$ cat src/rtl/blkgen_pkg.sv
package blkgen_pkg;
  localparam int unsigned BYTE_W  = 8;
  localparam int unsigned N_BYTES = 8;
  localparam int unsigned DATA_W  = BYTE_W * N_BYTES;
  localparam int unsigned TYPE_W  = 4;
  localparam int unsigned S4_POS  = N_BYTES / 2;

  localparam logic [TYPE_W-1:0] TY_DATA   = 4'b0000;
  localparam logic [TYPE_W-1:0] TY_START0 = 4'b1001;
  localparam logic [TYPE_W-1:0] TY_START4 = 4'b1010;
  localparam logic [TYPE_W-1:0] TY_ALIGN  = 4'b1011;
  localparam logic [TYPE_W-1:0] TY_ERROR  = 4'b1100;
  localparam logic [TYPE_W-1:0] TY_NULL   = 4'b1101;
  localparam logic [TYPE_W-1:0] TY_OSET   = 4'b1110;
  localparam logic [TYPE_W-1:0] TY_CTRL   = 4'b1111;

  localparam logic [BYTE_W-1:0] CH_START = 8'hFB;
  localparam logic [BYTE_W-1:0] CH_TERM  = 8'hFD;
  localparam logic [BYTE_W-1:0] CH_ERR   = 8'hFE;
  localparam logic [BYTE_W-1:0] CH_ALIGN = 8'h7C;
  localparam logic [BYTE_W-1:0] CH_NULL  = 8'h9C;
endpackage

$ cat src/rtl/blkgen_byte_class.sv
module blkgen_byte_class
  import blkgen_pkg::*;
(
  input  logic [BYTE_W-1:0] byte_i,
  input  logic              flag_i,
  output logic              start_o,
  output logic              term_o,
  output logic              plain_o,
  output logic              align_o,
  output logic              null_o,
  output logic              err_o
);
  always_comb begin
    start_o = flag_i && (byte_i == CH_START);
    term_o  = flag_i && (byte_i == CH_TERM);
    plain_o = flag_i && !start_o && !term_o;
    align_o = flag_i && (byte_i == CH_ALIGN);
    null_o  = flag_i && (byte_i == CH_NULL);
    err_o   = flag_i && (byte_i == CH_ERR);
  end
endmodule

$ cat src/rtl/blkgen_type_enc.sv
module blkgen_type_enc
  import blkgen_pkg::*;
(
  input  logic [N_BYTES-1:0] flag_i,
  input  logic [N_BYTES-1:0] start_i,
  input  logic [N_BYTES-1:0] term_i,
  input  logic [N_BYTES-1:0] plain_i,
  input  logic [N_BYTES-1:0] align_i,
  input  logic [N_BYTES-1:0] null_i,
  input  logic [N_BYTES-1:0] err_i,
  output logic [TYPE_W-1:0]  type_o,
  output logic               illegal_o
);
  localparam logic [N_BYTES-1:0] ALL1  = {N_BYTES{1'b1}};
  localparam logic [N_BYTES-1:0] S4_MS = ALL1 >> (N_BYTES - S4_POS - 1);

  logic [N_BYTES-1:0] term_hit;
  logic               s0_hit, s4_hit;

  // terminate at k: data below k, terminate at k, plain control above k
  for (genvar k = 0; k < N_BYTES; k++) begin : g_term
    localparam logic [N_BYTES-1:0] MASK = ALL1 << k;
    logic tail_ok;
    if (k == N_BYTES - 1) begin : g_last
      assign tail_ok = 1'b1;
    end else begin : g_tail
      assign tail_ok = &plain_i[N_BYTES-1:k+1];
    end
    assign term_hit[k] = (flag_i == MASK) && term_i[k] && tail_ok;
  end

  assign s0_hit = (flag_i == N_BYTES'(1)) && start_i[0];
  assign s4_hit = (flag_i == S4_MS) && start_i[S4_POS] && (&plain_i[S4_POS-1:0]);

  always_comb begin
    type_o    = TY_ERROR;
    illegal_o = 1'b0;
    if (flag_i == '0)            type_o = TY_DATA;
    else if (s0_hit)             type_o = TY_START0;
    else if (s4_hit)             type_o = TY_START4;
    else if (|term_hit) begin
      for (int k = 0; k < N_BYTES; k++)
        if (term_hit[k]) type_o = TYPE_W'(N_BYTES - k);
    end
    else if (&align_i)           type_o = TY_ALIGN;
    else if (&null_i)            type_o = TY_NULL;
    else if (&err_i)             type_o = TY_ERROR;
    else if (&plain_i)           type_o = TY_CTRL;
    else                         illegal_o = 1'b1;
  end
endmodule

$ cat src/rtl/blk_type_gen.sv
module blk_type_gen
  import blkgen_pkg::*;
(
  input  logic              clk_i,
  input  logic              rst_ni,
  input  logic              valid_i,
  input  logic [63:0]       data_i,
  input  logic [7:0]        ctrl_i,
  output logic              valid_o,
  output logic [63:0]       block_o,
  output logic [3:0]        type_o
);
  logic [N_BYTES-1:0] start_w, term_w, plain_w, align_w, null_w, err_w;
  logic [TYPE_W-1:0]  type_w;
  logic               illegal_w;

  for (genvar i = 0; i < N_BYTES; i++) begin : g_byte
    blkgen_byte_class u_cls (
      .byte_i  (data_i[BYTE_W*i +: BYTE_W]),
      .flag_i  (ctrl_i[i]),
      .start_o (start_w[i]),
      .term_o  (term_w[i]),
      .plain_o (plain_w[i]),
      .align_o (align_w[i]),
      .null_o  (null_w[i]),
      .err_o   (err_w[i])
    );
  end

  blkgen_type_enc u_enc (
    .flag_i    (ctrl_i),
    .start_i   (start_w),
    .term_i    (term_w),
    .plain_i   (plain_w),
    .align_i   (align_w),
    .null_i    (null_w),
    .err_i     (err_w),
    .type_o    (type_w),
    .illegal_o (illegal_w)
  );

  always_ff @(posedge clk_i or negedge rst_ni) begin
    if (!rst_ni) begin
      valid_o <= 1'b0;
      block_o <= '0;
      type_o  <= '0;
    end else begin
      valid_o <= valid_i;
      if (valid_i) begin
        type_o  <= type_w;
        block_o <= illegal_w ? {N_BYTES{CH_ERR}} : data_i;
      end
    end
  end
endmodule

$ cat config.mk
export PLATFORM = sky130hd
export DESIGN_NAME = blk_type_gen
export DESIGN_NICKNAME = d
export VERILOG_FILES = /design/src/rtl/blkgen_pkg.sv /design/src/rtl/blkgen_byte_class.sv /design/src/rtl/blkgen_type_enc.sv /design/src/rtl/blk_type_gen.sv
export SDC_FILE = /design/constraint.sdc
export NUM_CORES = 1
export LEC_CHECK = 0
export BUFFER_PORTS_ARGS = -buffer_cell sky130_fd_sc_hd__clkbuf_2
export CORE_MARGIN = 5
export CORE_UTILIZATION = 45
export DETAILED_ROUTE_END_ITERATION = 10
export GPL_TIMING_DRIVEN = 0
export PLACE_DENSITY = 0.8
export REMOVE_ABC_BUFFERS = 1
export SETUP_SLACK_MARGIN = 0.5
export SYNTH_ARGS = -nofsm -noshare
export SYNTH_HDL_FRONTEND = slang
export SYNTH_HIERARCHICAL = 1
export SYNTH_SLANG_ARGS = --single-unit
export TNS_END_PERCENT = 5
$ cat constraint.sdc
create_clock -name clk_i -period 1 [get_ports clk_i]
set_input_delay 0.2 -clock clk_i [delete_from_list [all_inputs] [get_ports clk_i]]
set_output_delay 0.2 -clock clk_i [all_outputs]
set_load 0.02 [all_outputs]
==> results_dict.tcl <==
set metrics [dict create \
    post-route-drc-count 0 \
    tritoncts_clock_tree "done" \
    period_needed_ns 2.22 \
    first_pass_iters 5 \
    design_area_sq_mm 0.00597 \
    placed_area_sq_mm 0.00497 \
    worst_min_delay_path_class "input pin to async pin" \
    finalWeightedCongestion 0.876 \
    tritoncts_num_sinks 69 \
    fillCellCount 763 \
    clkLatencyLatePin_ns 0.34 \
    setup_crit_end_kind "flop" \
    antenna_nets_post_route 0 \
    totalNegativeSetupSlack_ns -79.36 \
    pin_count_of_the_biggest_net_entering_global_routing 77 \
    clk_path_buf_depth 2 \
    worst_slew_pin_slew_ns 0.575 \
    p_per_area_mw_per_mm2 1070 \
    dp_cells 709 \
    clockRootBuffer "sky130_fd_sc_hd__clkbuf_8" \
    grt_remaining_overflow 0 \
    setup_violations 137 \
    vdd.ir_drop.worst_v 0.000801 \
    grt_setup_unrepaired "true" \
    grt_first_pass_wirelength_microns 20400 \
    worstPathArrival_ns 2.49 \
    fin_nets 709 \
    ys_warn_count 6 \
    initial_antenna_violation_count 0 \
    fmax_mhz 451 \
    worst_case_setup_margin_in_the_final_layout_ns -1.22 \
    floorplan.die_area_sq_mm 0.0113 \
    final_min_period_over_clock_period 2.22 \
    numPortBuffers 143 \
    initial_cell_density_of_the_core 0.457 \
    totalWireLength_microns 12700 \
    clkSlewWorstSetupHoldPaths_ns 0.08 \
    grt_pass1_vias 4213 \
    areaGrowthSynthToFinish_pct 42.7 \
    via_count 4150 \
    final_layout_size_suffix_gt1_frac 0.427 \
    detail_route.vias_per_cell 5.53 \
    synth_cells 472 \
    worstSetupPathType "input pin to flop" \
    cp-start-kind "input pin" \
    drt-initial-drc-count 220 \
    stdcell_count 750 \
    die_y_microns 106 \
    violations "negative hold slack, negative setup slack" \
    globalRouteTotalUtil 0.223 \
    antennaDiodeCount 0 \
    ios 144 \
    cts_buffers 9 \
    hold_ws_ns -0.199 \
    core_sq_mm 0.00915 \
    timing.max_slew.rel_slack 0.614 \
    power.static_leakage_nw 2.27 \
    max_cap_violations 0 \
    routedWlPerCell_microns 16.9 \
    preCtsSetupSlack_ns -2.11 \
    clock_skew_ns 0 \
    syn_avg_cell_area_sq_um 8.86 \
    final_hold_fails 34 \
    fp-row-count 35 \
    timing.critical_path.fanout_max 6 \
    slew_violations 0 \
    run_status "finished with violations" \
    hpwl_microns 9070 \
    die_w_microns 106 \
    cts_htree_levels 3 \
    worst-endpoint-required_ns 1.28 \
    synth.cell_area_sq_mm 0.00418 \
]
## critical path, stage by stage
cell and delay (ns):
sky130_fd_sc_hd__clkbuf_4 0.15, sky130_fd_sc_hd__nand4_4 0.12, sky130_fd_sc_hd__o31a_1 0.36, sky130_fd_sc_hd__nand2_1 0.11, sky130_fd_sc_hd__nor3_2 0.06, sky130_fd_sc_hd__a221oi_2 0.33
sky130_fd_sc_hd__nand3_2 0.17, sky130_fd_sc_hd__nor4b_4 0.35, sky130_fd_sc_hd__buf_6 0.20, sky130_fd_sc_hd__buf_6 0.14, sky130_fd_sc_hd__clkbuf_16 0.15, sky130_fd_sc_hd__nor2_2 0.05
sky130_fd_sc_hd__a21oi_2 0.11
## final cells by class
type | count | area, sq um | area share
multi-input combinational | 373 | 2430 | 0.406
sequential | 69 | 1730 | 0.289
timing repair buffer | 173 | 1420 | 0.238
clock buffer | 12 | 155 | 0.0260
tap | 111 | 139 | 0.0233
clock inverter | 4 | 70.1 | 0.0117
inverter | 8 | 30.0 | 0.00503
## per-layer routing
metal	track usage	up-vias	part of all wire
met4	0.0612	0	0.018
met5	0	-	0
met2	0.379	160	0.50
met1	0.277	1974	0.41
li1	-	1991	-
met3	0.0650	25	0.073
## where the power goes
group | internal, mW | switching [mW]
clock network | 1.54 | 1.09
logic | 0.385 | 0.541
registers | 2.80 | 0.00807
total | 4.72 | 1.64
## timing repair
action / CTS / global route
buffers inserted: 14 / 7
pin swaps: 41 / 42
gates cloned: 3 / 1
endpoints found under the hold margin: 34 / 34
resized for setup: 48 / 148
setup endpoints to repair: 138 / 172
## flip-flops by register name, summed over array words and instances, names as in the netlist
name     flops
type_o       4
block_o     64
valid_o      1
## final timing paths
kind / startpoint / endpoint / slack [ns] / cells after the start
setup / recovery: data_i[30] / block_o[59] / -1.22 / 13
hold / removal: rst_ni / block_o[30] / -0.20 / 1
setup reg to reg: type_o[0] / type_o[0] / 0.22 / 1
hold reg to reg: block_o[32] / block_o[32] / 0.52 / 2
max in group asynchronous: rst_ni / type_o[3] / 0.64 / 2
min in group clk_i: data_i[62] / block_o[62] / 0.12 / 3
## metrics by stage
| step | total power, mW | utilization |
|---|---|---|
| after detailed placement | 3.61 | 0.543 |
| after global placement | 3.56 | 0.532 |
| after CTS | 6.34 | 0.615 |
| after floorplan | 3.10 | - |
| after global routing | 6.63 | 0.652 |
| final | 6.36 | 0.652 |
## cell usage in the layout (no fill, tap or decap), drive strengths merged, types with 9 or more instances in the layout
master and n:
nor2 117, o31a 9, buf 95, dfrtp 69
nand3b 24, o21ai 10, clkbuf 90, nor3 13
nand2 43, a21oi 61, nor4 26, nand4 18
Power figures use the tool's default switching activity.
